`src/rtl/gpio_irq_pkg.sv`:
```
package gpio_irq_pkg;

   localparam int unsigned ADDR_W    = 4;
   localparam int unsigned CODE_W    = 3;
   localparam int unsigned SLOT_W    = 4;
   localparam int unsigned LO_SLOTS  = 8;

   typedef enum logic [CODE_W-1:0] {
      TRIG_FALL = 3'd0,
      TRIG_RISE = 3'd1,
      TRIG_LOW  = 3'd2,
      TRIG_HIGH = 3'd3,
      TRIG_BOTH = 3'd4
   } trig_e;

   localparam logic [ADDR_W-1:0] OFS_ENABLE  = 4'd0;
   localparam logic [ADDR_W-1:0] OFS_STATUS  = 4'd1;
   localparam logic [ADDR_W-1:0] OFS_RAW     = 4'd2;
   localparam logic [ADDR_W-1:0] OFS_ACK     = 4'd3;
   localparam logic [ADDR_W-1:0] OFS_MSET    = 4'd4;
   localparam logic [ADDR_W-1:0] OFS_MCLR    = 4'd5;
   localparam logic [ADDR_W-1:0] OFS_DOUT    = 4'd6;
   localparam logic [ADDR_W-1:0] OFS_DIN     = 4'd7;
   localparam logic [ADDR_W-1:0] OFS_DIR     = 4'd8;
   localparam logic [ADDR_W-1:0] OFS_MODE_LO = 4'd9;
   localparam logic [ADDR_W-1:0] OFS_MODE_HI = 4'd10;
   localparam logic [ADDR_W-1:0] OFS_USE     = 4'd14;
   localparam logic [ADDR_W-1:0] OFS_HOLD    = 4'd15;

endpackage

```
`src/rtl/gpio_irq_sync.sv`:
```
module gpio_irq_sync #(
   parameter int unsigned WIDTH  = 12,
   parameter int unsigned STAGES = 2
) (
   input  logic             clk,
   input  logic             rst_n,
   input  logic [WIDTH-1:0] async_i,
   output logic [WIDTH-1:0] sync_o,
   output logic [WIDTH-1:0] prev_o
);

   logic [WIDTH-1:0] stage_q [STAGES];
   logic [WIDTH-1:0] prev_q;

   always_ff @(posedge clk or negedge rst_n) begin
      if (!rst_n) begin
         for (int i = 0; i < STAGES; i++) stage_q[i] <= '0;
         prev_q <= '0;
      end else begin
         stage_q[0] <= async_i;
         for (int i = 1; i < STAGES; i++) stage_q[i] <= stage_q[i-1];
         prev_q <= stage_q[STAGES-1];
      end
   end

   assign sync_o = stage_q[STAGES-1];
   assign prev_o = prev_q;

endmodule

```
`src/rtl/gpio_irq_detect.sv`:
```
module gpio_irq_detect
   import gpio_irq_pkg::*;
#(
   parameter int unsigned WIDTH = 12
) (
   input  logic [WIDTH-1:0]             cur_i,
   input  logic [WIDTH-1:0]             prev_i,
   input  logic [WIDTH-1:0][CODE_W-1:0] mode_i,
   output logic [WIDTH-1:0]             hit_o
);

   for (genvar p = 0; p < WIDTH; p++) begin : g_pin
      always_comb begin
         case (mode_i[p])
            TRIG_FALL: hit_o[p] = ~cur_i[p] &  prev_i[p];
            TRIG_RISE: hit_o[p] =  cur_i[p] & ~prev_i[p];
            TRIG_LOW:  hit_o[p] = ~cur_i[p];
            TRIG_HIGH: hit_o[p] =  cur_i[p];
            TRIG_BOTH: hit_o[p] =  cur_i[p] ^  prev_i[p];
            default:   hit_o[p] = 1'b0;
         endcase
      end
   end

endmodule

```
`src/rtl/gpio_irq_regs.sv`:
```
module gpio_irq_regs
   import gpio_irq_pkg::*;
#(
   parameter int unsigned NUM_PINS = 12,
   parameter int unsigned DW       = 32
) (
   input  logic                            clk,
   input  logic                            rst_n,
   input  logic                            wr_i,
   input  logic                            rd_i,
   input  logic [ADDR_W-1:0]               addr_i,
   input  logic [DW-1:0]                   wdata_i,
   output logic [DW-1:0]                   rdata_o,
   input  logic [NUM_PINS-1:0]             hit_i,
   input  logic [NUM_PINS-1:0]             din_i,
   output logic [NUM_PINS-1:0]             en_o,
   output logic [NUM_PINS-1:0]             mask_o,
   output logic [NUM_PINS-1:0]             pend_o,
   output logic [NUM_PINS-1:0]             dout_o,
   output logic [NUM_PINS-1:0]             dir_o,
   output logic [NUM_PINS-1:0]             use_o,
   output logic [NUM_PINS-1:0][CODE_W-1:0] mode_o,
   output logic                            hold_o
);

   localparam int unsigned HI_SLOTS = NUM_PINS - LO_SLOTS;

   logic [NUM_PINS-1:0] en_q, mask_q, pend_q, dout_q, dir_q, use_q;
   logic                hold_q;
   logic [NUM_PINS-1:0] wbits;
   logic [NUM_PINS-1:0] ack_bits;
   logic                unused_wdata;

   assign wbits        = wdata_i[NUM_PINS-1:0];
   assign ack_bits     = (wr_i && addr_i == OFS_ACK) ? wbits : '0;
   assign unused_wdata = ^wdata_i;

   function automatic logic hit_ofs(input logic [ADDR_W-1:0] ofs);
      return wr_i && (addr_i == ofs);
   endfunction

   always_ff @(posedge clk or negedge rst_n) begin
      if (!rst_n) begin
         hold_q <= 1'b0;
      end else if (hit_ofs(OFS_HOLD)) begin
         hold_q <= wdata_i[0];
      end
   end

   always_ff @(posedge clk or negedge rst_n) begin
      if (!rst_n) begin
         en_q   <= '0;
         mask_q <= '0;
         pend_q <= '0;
         dout_q <= '0;
         dir_q  <= '0;
         use_q  <= '0;
      end else if (hold_q) begin
         en_q   <= '0;
         mask_q <= '0;
         pend_q <= '0;
         dout_q <= '0;
         dir_q  <= '0;
         use_q  <= '0;
      end else begin
         pend_q <= (pend_q & ~ack_bits) | (hit_i & en_q);
         if (hit_ofs(OFS_ENABLE)) en_q   <= wbits;
         if (hit_ofs(OFS_MSET))   mask_q <= mask_q | wbits;
         if (hit_ofs(OFS_MCLR))   mask_q <= mask_q & ~wbits;
         if (hit_ofs(OFS_DOUT))   dout_q <= wbits;
         if (hit_ofs(OFS_DIR))    dir_q  <= wbits;
         if (hit_ofs(OFS_USE))    use_q  <= wbits;
      end
   end

   for (genvar p = 0; p < NUM_PINS; p++) begin : g_slot
      localparam int unsigned BASE = (p < LO_SLOTS) ? p * SLOT_W : (p - LO_SLOTS) * SLOT_W;
      localparam logic [ADDR_W-1:0] OWN_OFS = (p < LO_SLOTS) ? OFS_MODE_LO : OFS_MODE_HI;
      logic [CODE_W-1:0] code_q;

      always_ff @(posedge clk or negedge rst_n) begin
         if (!rst_n) begin
            code_q <= '0;
         end else if (hold_q) begin
            code_q <= '0;
         end else if (hit_ofs(OWN_OFS)) begin
            code_q <= wdata_i[BASE +: CODE_W];
         end
      end

      assign mode_o[p] = code_q;
   end

   logic [DW-1:0] mode_lo_rd, mode_hi_rd;

   always_comb begin
      mode_lo_rd = '0;
      for (int s = 0; s < LO_SLOTS; s++) mode_lo_rd[s*SLOT_W +: CODE_W] = mode_o[s];
   end

   always_comb begin
      mode_hi_rd = '0;
      for (int s = 0; s < HI_SLOTS; s++) mode_hi_rd[s*SLOT_W +: CODE_W] = mode_o[s + LO_SLOTS];
   end

   always_comb begin
      rdata_o = '0;
      if (rd_i) begin
         case (addr_i)
            OFS_ENABLE:  rdata_o = DW'(en_q);
            OFS_STATUS:  rdata_o = DW'(pend_q & ~mask_q);
            OFS_RAW:     rdata_o = DW'(pend_q);
            OFS_MSET,
            OFS_MCLR:    rdata_o = DW'(mask_q);
            OFS_DOUT:    rdata_o = DW'(dout_q);
            OFS_DIN:     rdata_o = DW'(din_i);
            OFS_DIR:     rdata_o = DW'(dir_q);
            OFS_MODE_LO: rdata_o = mode_lo_rd;
            OFS_MODE_HI: rdata_o = mode_hi_rd;
            OFS_USE:     rdata_o = DW'(use_q);
            OFS_HOLD:    rdata_o = DW'(hold_q);
            default:     rdata_o = '0;
         endcase
      end
   end

   assign en_o   = en_q;
   assign mask_o = mask_q;
   assign pend_o = pend_q;
   assign dout_o = dout_q;
   assign dir_o  = dir_q;
   assign use_o  = use_q;
   assign hold_o = hold_q;

endmodule

```
`src/rtl/gpio_irq_ctrl.sv`:
```
module gpio_irq_ctrl
   import gpio_irq_pkg::*;
#(
   parameter int unsigned NUM_PINS    = 12,
   parameter int unsigned DW          = 32,
   parameter int unsigned SYNC_STAGES = 2
) (
   input  logic                clk,
   input  logic                rst_n,
   input  logic                bus_wr,
   input  logic                bus_rd,
   input  logic [ADDR_W-1:0]   bus_addr,
   input  logic [DW-1:0]       bus_wdata,
   output logic [DW-1:0]       bus_rdata,
   input  logic [NUM_PINS-1:0] pin_in,
   output logic [NUM_PINS-1:0] pin_out,
   output logic [NUM_PINS-1:0] pin_oe,
   output logic [NUM_PINS-1:0] pin_use,
   output logic                irq_out
);

   if (NUM_PINS < LO_SLOTS || NUM_PINS > 2 * LO_SLOTS - 4) begin : g_bad_pins
      $error("gpio_irq_ctrl: NUM_PINS must lie in 8..12");
   end
   if (DW < LO_SLOTS * SLOT_W) begin : g_bad_dw
      $error("gpio_irq_ctrl: DW too narrow for eight mode slots");
   end
   if (SYNC_STAGES < 2) begin : g_bad_sync
      $error("gpio_irq_ctrl: SYNC_STAGES must be at least 2");
   end

   logic [NUM_PINS-1:0]             sync_w, prev_w, evt_w;
   logic [NUM_PINS-1:0]             en_w, mask_w, pend_w, dout_w, dir_w;
   logic [NUM_PINS-1:0][CODE_W-1:0] mode_w;
   logic                            srst_w;

   gpio_irq_sync #(
      .WIDTH  (NUM_PINS),
      .STAGES (SYNC_STAGES)
   ) u_sync (
      .clk     (clk),
      .rst_n   (rst_n),
      .async_i (pin_in),
      .sync_o  (sync_w),
      .prev_o  (prev_w)
   );

   gpio_irq_detect #(
      .WIDTH (NUM_PINS)
   ) u_detect (
      .cur_i  (sync_w),
      .prev_i (prev_w),
      .mode_i (mode_w),
      .hit_o  (evt_w)
   );

   gpio_irq_regs #(
      .NUM_PINS (NUM_PINS),
      .DW       (DW)
   ) u_regs (
      .clk     (clk),
      .rst_n   (rst_n),
      .wr_i    (bus_wr),
      .rd_i    (bus_rd),
      .addr_i  (bus_addr),
      .wdata_i (bus_wdata),
      .rdata_o (bus_rdata),
      .hit_i   (evt_w),
      .din_i   (sync_w),
      .en_o    (en_w),
      .mask_o  (mask_w),
      .pend_o  (pend_w),
      .dout_o  (dout_w),
      .dir_o   (dir_w),
      .use_o   (pin_use),
      .mode_o  (mode_w),
      .hold_o  (srst_w)
   );

   assign pin_out = dout_w;
   assign pin_oe  = dir_w;
   assign irq_out = |(pend_w & ~mask_w);

endmodule

```
`config.mk`:
```
export PLATFORM = sky130hd
export DESIGN_NAME = gpio_irq_ctrl
export DESIGN_NICKNAME = d
export VERILOG_FILES = /design/src/rtl/gpio_irq_pkg.sv /design/src/rtl/gpio_irq_sync.sv /design/src/rtl/gpio_irq_detect.sv /design/src/rtl/gpio_irq_regs.sv /design/src/rtl/gpio_irq_ctrl.sv
export SDC_FILE = /design/constraint.sdc
export NUM_CORES = 1
export LEC_CHECK = 0
export CORE_ASPECT_RATIO = 1.75
export CORE_UTILIZATION = 50
export CTS_BUF_LIST = sky130_fd_sc_hd__clkbuf_4 sky130_fd_sc_hd__clkbuf_8
export DETAILED_ROUTE_END_ITERATION = 8
export DONT_BUFFER_PORTS = 1
export PLACE_DENSITY_LB_ADDON = 0.15
export SYNTH_ARGS = -nofsm -noshare
export SYNTH_HDL_FRONTEND = slang
export SYNTH_SLANG_ARGS = --single-unit
```
`constraint.sdc`:
```
create_clock -name clk -period 2.41 [get_ports clk]
set_input_delay 0.482 -clock clk [delete_from_list [all_inputs] [get_ports clk]]
set_output_delay 0.482 -clock clk [all_outputs]
set_load 0.01 [all_outputs]
```
* Yosys cells after proc, flatten, opt, wreduce, memory -nomap -nowiden *
Cells that the tools add are included.

storage, ports and cells
  bits in registers = 145
  latch bits = 0
  bits in writable memories = 0
  bits in read-only memories = 0
  bits of input ports = 52
  output and inout bits = 69
  word-level logic and storage cells = 236
  memories = 0

operators by class
  $add $sub $neg = 0
  $mul = 0
  divide/modulo/power cells = 0
  magnitude comparators = 0
  equal/unequal tests = 60
  shift-type cells = 0
  mux-type cells = 51
  bitwise logic cells = 71
  reductions and logical operators = 32

operators by type and width
  kind                count
  $pmux 32 s11        1
  $mux 12             13
  $eq 3x2->1 const B  24
  $mux 3              24
  $pmux 1 s5          12
  $and 12x12->12      4
  $eq 3x1->1 const B  12
  $eq 3x3->1 const B  12
  $logic_not 3->1     12
  $not 12->12         3
  $and 12x32->32      1
  $mux 32             1
  $not 12->32         1
  $and 1x1->1         24
  $not 1->1           24
  $or 12x12->12       2
  $eq 4x4->1 const B  5
  $eq 4x3->1 const B  4
  $reduce_bool 2->1   6
  $reduce_or 12->1    1
  $xor 1x1->1         12
  $logic_and 1x1->1   10
  $eq 4x2->1 const B  2
  $eq 4x1->1 const B  1
  3 further kinds     3

* Longest topological paths before layout *
  depth in word-level cells = 7
  depth in mapped cells = 8

* Modules after synthesis *
Synthesis repeated with hierarchy kept, for this count alone.

unflattened totals
  cells, all modules = 851
  area, all modules = 7842.5 µm²

by module, submodules not included
  module           instances  cells an instance  area each (µm²)  seq. area each (µm²)
  gpio_irq_regs    1          679                5778.0           2727.6
  gpio_irq_sync    1          48                 991.0            900.9
  gpio_irq_detect  1          108                933.4            0.0
  gpio_irq_ctrl    1          16                 140.1            0.0

* Worst setup path before layout *
OpenSTA, ideal clock, no wires.

  kind = input-to-output
  start point = input port bus_addr[0]
  end point = output port bus_rdata[0]
  data arrival time = 1.574 ns
  required time = 1.928 ns
  path slack = 0.354 ns
  cell stages on the path = 6
  path buffers = 2
  path through = buf_2 nor2b_1 clkbuf_1 a31oi_1 a32o_1 a21oi_1

between the ends
  longest elaborated chain between the ends = 4
  elaborated cells on any way between the ends = 15
  classes of those cells = eq/ne: 11; mux: 2; reduce/logical: 2

ends and longest elaborated chain
  item              line                  text
  from (decl)       gpio_irq_ctrl.sv:12   input logic [ADDR_W-1:0] bus_addr,
  $eq 4x3->1        gpio_irq_regs.sv:109  case (addr_i)
  $reduce_or 2->1   gpio_irq_regs.sv:109
  $pmux 32 s11 (*)  gpio_irq_regs.sv:109
  $mux 32 (*)       gpio_irq_regs.sv:108  if (rd_i) begin
  to (decl)         gpio_irq_ctrl.sv:14   output logic [DW-1:0] bus_rdata,

Every way passes the cells marked *; elsewhere a longest branch is shown, timed or not.

* Worst setup path after layout *
  start point = register u_regs.dout_q[5] (netlist: u_regs.dout_o[5])
  end point = output port bus_rdata[5]

between the ends
  longest elaborated chain between the ends = 2

ends and longest elaborated chain
  item                    line                  text
  from (decl)             gpio_irq_regs.sv:28   logic [NUM_PINS-1:0] en_q, mask_q, pend_q, dout_q, dir_q, use_q;
  from (signal assigned)  gpio_irq_regs.sv:70   if (hit_ofs(OFS_DOUT)) dout_q <= wbits;
  $pmux 32 s11            gpio_irq_regs.sv:109
  $mux 32                 gpio_irq_regs.sv:108

Every way passes these cells.

==> impl_metrics.sql <==
INSERT INTO impl_metrics (metric_group, metric, value, unit) VALUES
('run_status', 'status', 'finished with violations', ''),
('timing', 'final_hold_viol_count', '145', ''),
('critical_path', 'worst-endpoint-arrival', '1.88', 'ns'),
('timing', 'worst_pin_slew', '0.580', 'ns'),
('timing', 'fmax', '423', 'MHz'),
('power_and_ir_drop', 'total_leakage_power', '3.80', 'nW'),
('die', 'die-area', '16100', 'sq um'),
('layout', 'design.final.nets', '875', ''),
('layout', 'areaGrowthSynthToFinish', '7.22', '%'),
('critical_path', 'worst-endpoint-required', '1.93', 'ns'),
('synthesis', 'mappedNetlistArea', '7810', 'sq um'),
('clocking', 'clk_pin_slew_worst_paths', '0.10', 'ns'),
('global_route', 'maximum_number_of_pins_on_one_net_before_global_route_repair', '146', ''),
('layout', 'area_taken_by_multi_input_logic_gates', '3670', 'sq um'),
('timing', 'setup_total_negative_slack', '0', 'ns'),
('detailed_routing', 'avgViaCountPerCell', '6.23', ''),
('die', 'start_util', '51.0', '%'),
('critical_path', 'critPathBufInv', '1', ''),
('synthesis', 'post_synth_num_cell_types', '58', ''),
('critical_path', 'ff2ff_path_depth', '6', ''),
('clocking', 'cts_tree', 'built', ''),
('die', 'core-area', '15300', 'sq um'),
('timing', 'finalMaxSlewViolations', '0', ''),
('power_and_ir_drop', 'power', '0.00556', 'W'),
('detailed_routing', 'drt_iter0_markers', '503', ''),
('detailed_routing', 'detail-route-antenna-nets', '0', ''),
('timing', 'rsz0062_at_grt', 'false', ''),
('critical_path', 'timing.critical_path.fanout_max', '3', ''),
('clocking', 'tritoncts_num_sinks', '145', ''),
('critical_path', 'number_of_cells_on_the_critical_path', '5', ''),
('detailed_routing', 'route.detailed.drc', '1', ''),
('min_path', 'timing.hold.worst.class', 'in2async', ''),
('synthesis', 'yosys_warnings', '0', ''),
('detailed_routing', 'met3_length', '1340', 'um'),
('detailed_routing', 'drt_wl_total', '23900', 'um'),
('layout', 'final-seq-area', '3630', 'sq um'),
('detailed_routing', 'via_count', '6212', ''),
('critical_path', 'critical-path-top-cell-by-count', 'sky130_fd_sc_hd__a31oi_1', ''),
('critical_path', 'crit_path_max_incr_delay', '0.45', 'ns'),
('synthesis', 'synth_flop_cell', 'sky130_fd_sc_hd__dfrtp_1', ''),
('die', 'die_h', '167', 'um'),
('die', 'placement_rows', '60', ''),
('synthesis', 'ys_async_sr_fraction', '100', '%'),
('timing', 'timing.final.crit_share', '98.2', '%'),
('detailed_routing', 'dr.max_layer_used', 'met4', ''),
('detailed_routing', 'drt_pre_antenna_iters', '7', ''),
('global_route', 'vias_in_the_first_global_route', '6046', ''),
('layout', 'diodes', '0', ''),
('run_status', 'failed_checks', 'DRC, hold timing', ''),
('synthesis', 'proportion_of_synthesized_chip_area_in_sequential_cells', '46.5', '%'),
('synthesis', 'synth_largest_area_cell', 'sky130_fd_sc_hd__dfrtp_1', ''),
('detailed_routing', 'wirelength_met1', '9510', 'um'),
('placement', 'place_congestion', '0.913', ''),
('clocking', 'deepest_level_of_the_cts_h_tree', '4', ''),
('synthesis', 'synth_cells', '807', ''),
('clocking', 'numCtsBuffers', '17', ''),
('critical_path', 'timing.critical_path.max_delay_family', 'compound AO/OA/AOI/OAI gates', ''),
('layout', 'fillCellCount', '1398', ''),
('synthesis', 'netlist_top_cells_area', 'sky130_fd_sc_hd__dfrtp_1 46%, sky130_fd_sc_hd__mux2i_1 8.1%, sky130_fd_sc_hd__a21oi_1 3.8%', ''),
('synthesis', 'yosysTopAreaCellShare', '46.5', '%'),
('clocking', 'cts_post_setup_buffers_inserted', '0', ''),
('critical_path', 'crit_slowest_cell', 'sky130_fd_sc_hd__dfrtp_1', ''),
('power_and_ir_drop', 'power_density', '664', 'nW/um^2'),
('timing', 'worst_slew_margin_rel', '61.2', '%'),
('power_and_ir_drop', 'vdd.ir_drop.worst', '0.417', 'mV'),
('timing', 'worst_hold_slack', '-0.283', 'ns'),
('clocking', 'clockBufferDepth', '2', ''),
('synthesis', 'synth_enable_flop_cells', '0', ''),
('clocking', 'clock_tree.root_cell', 'sky130_fd_sc_hd__clkbuf_8', ''),
('critical_path', 'cp-end-kind', 'output pin', ''),
('layout', 'final_layout_size_suffix_gt1_share', '9.86', '%');
==> synthesized netlist by cell type, drive strengths merged, types with 16 or more instances <==
library cell	number
a21oi	60
a22o	20
buf	42
clkbuf	26
dfrtp	145
ha	24
inv	46
mux2i	63
nand2	75
nand3	18
nor2	57
nor2b	17
nor3	28
o21ai	16
==> layer usage <==
metal	global-route usage [%]	vias to the layer above
li1	-	2830
met1	38.9	3086
met2	51.7	263
met3	4.77	33
met4	10.7	0
met5	0	-
==> registers in the layout (all words and copies together) (netlist names) <==
name / cells
u_regs.dir_o: 12
u_regs.dout_o: 12
u_regs.en_o: 12
u_regs.g_slot.code_q: 36
u_regs.hold_o: 1
u_regs.mask_o: 12
u_regs.pend_o: 12
u_regs.use_o: 12
u_sync.prev_o: 12
u_sync.stage_q: 12
u_sync.sync_o: 12
==> placed cells by master, fill, tap and decap left out, types with 5 or more instances in the layout <==
master / netlist / routed
sky130_fd_sc_hd__clkbuf_8: 0 / 17
sky130_fd_sc_hd__and2_1: 9 / 9
sky130_fd_sc_hd__dfrtp_1: 145 / 144
sky130_fd_sc_hd__mux2_2: 5 / 5
sky130_fd_sc_hd__a21oi_1: 60 / 60
sky130_fd_sc_hd__a22o_1: 20 / 20
sky130_fd_sc_hd__xnor2_1: 7 / 7
sky130_fd_sc_hd__nand4_1: 6 / 6
sky130_fd_sc_hd__a22oi_1: 10 / 10
sky130_fd_sc_hd__o22ai_1: 8 / 8
sky130_fd_sc_hd__nand2b_1: 10 / 10
sky130_fd_sc_hd__a32o_1: 5 / 5
sky130_fd_sc_hd__nor4b_1: 5 / 5
sky130_fd_sc_hd__clkinvlp_4: 0 / 5
sky130_fd_sc_hd__and3_1: 13 / 13
sky130_fd_sc_hd__mux2i_1: 63 / 63
sky130_fd_sc_hd__nor2b_1: 17 / 17
sky130_fd_sc_hd__o31ai_1: 8 / 8
sky130_fd_sc_hd__conb_1: 1 / 5
sky130_fd_sc_hd__nor2_1: 56 / 56
sky130_fd_sc_hd__nand2_1: 75 / 75
sky130_fd_sc_hd__nand3_1: 17 / 17
sky130_fd_sc_hd__nor3_1: 27 / 27
sky130_fd_sc_hd__a311oi_1: 10 / 10
sky130_fd_sc_hd__nor4_1: 8 / 8
sky130_fd_sc_hd__buf_4: 14 / 36
sky130_fd_sc_hd__ha_1: 24 / 24
sky130_fd_sc_hd__inv_1: 46 / 46
sky130_fd_sc_hd__a31oi_1: 13 / 13
sky130_fd_sc_hd__xor2_1: 5 / 5
sky130_fd_sc_hd__a32oi_1: 5 / 5
sky130_fd_sc_hd__nor3b_1: 8 / 8
sky130_fd_sc_hd__inv_6: 0 / 6
sky130_fd_sc_hd__o21ai_0: 16 / 16
==> worst paths after layout <==
path,start,end,slack [ns]
worst max-delay path,u_regs.dout_o[5]$_DFFE_PN0P_,bus_rdata[5],0.04
worst min-delay path,rst_n,u_regs.dout_o[10]$_DFFE_PN0P_,-0.28
worst max register to register,u_sync.sync_o[11]$_DFF_PN0_,u_regs.pend_o[11]$_DFF_PN0_,0.75
worst min register to register,u_sync.stage_q[21]$_DFF_PN0_,u_sync.sync_o[9]$_DFF_PN0_,0.34
max in group asynchronous,rst_n,u_regs.hold_o$_DFFE_PN0P_,2.43
min in group clk,pin_in[10],u_sync.stage_q[22]$_DFF_PN0_,0.05
==> where the power goes <==
group	switching, W	internal [W]
Sequential	0.000249	0.00263
Combinational	0.000461	0.000312
Clock	0.00107	0.000843
==> cell families (layout without fill, tap and decap cells) <==
family | after synthesis | in the layout | synth area share (%)
adder cells (fa/ha/maj) | 24 | 24 | 3.84
multiplexers | 70 | 70 | 9.08
AND/OR/NAND/NOR | 265 | 265 | 17.1
other | 1 | 5 | 0.0480
flip-flops | 145 | 145 | 46.5
buffers and inverters | 115 | 115 | 6.95
AO/OA/AOI/OAI | 175 | 175 | 15.1
XOR/XNOR | 12 | 12 | 1.35
==> stage by stage <==
stage	hold WS, ns	instance area (sq um)	instances	utilization [%]	setup WS, ns
finish	-0.283	8380	997	54.7	0.0434
global route	-0.313	8380	997	54.7	0.00980
CTS	-0.306	8370	997	54.7	0.00530
detailed placement	0.189	7990	966	52.2	0.203
global placement	0.189	7990	966	52.2	0.184
floorplan	0.186	7830	811	-	0.354
==> final cells by class <==
cell class	count	area share, %
clock buffer	17	2.79
clock inverter	14	1.70
inverter	47	2.11
multi-input combinational	551	43.8
sequential	145	43.4
tap	186	2.78
timing repair buffer	37	3.47
==> what timing repair did <==
item | 4_1_cts | 5_1_grt
setup endpoints to repair | 1 | 2
endpoints found under the hold margin | 145 | 145
cloned | 0 | 0
pin swaps | 1 | 2
resized for setup | 1 | 2
==> worst reg2reg max path, stage by stage, from the launching register on <==
cell and delay [ns]:
sky130_fd_sc_hd__dfrtp_1 0.56, sky130_fd_sc_hd__inv_1 0.09, sky130_fd_sc_hd__ha_1 0.29, sky130_fd_sc_hd__nor4b_1 0.24
sky130_fd_sc_hd__nor3_1 0.11, sky130_fd_sc_hd__buf_4 0.17, sky130_fd_sc_hd__o22ai_1 0.13
(Power assumes the default switching activity.)
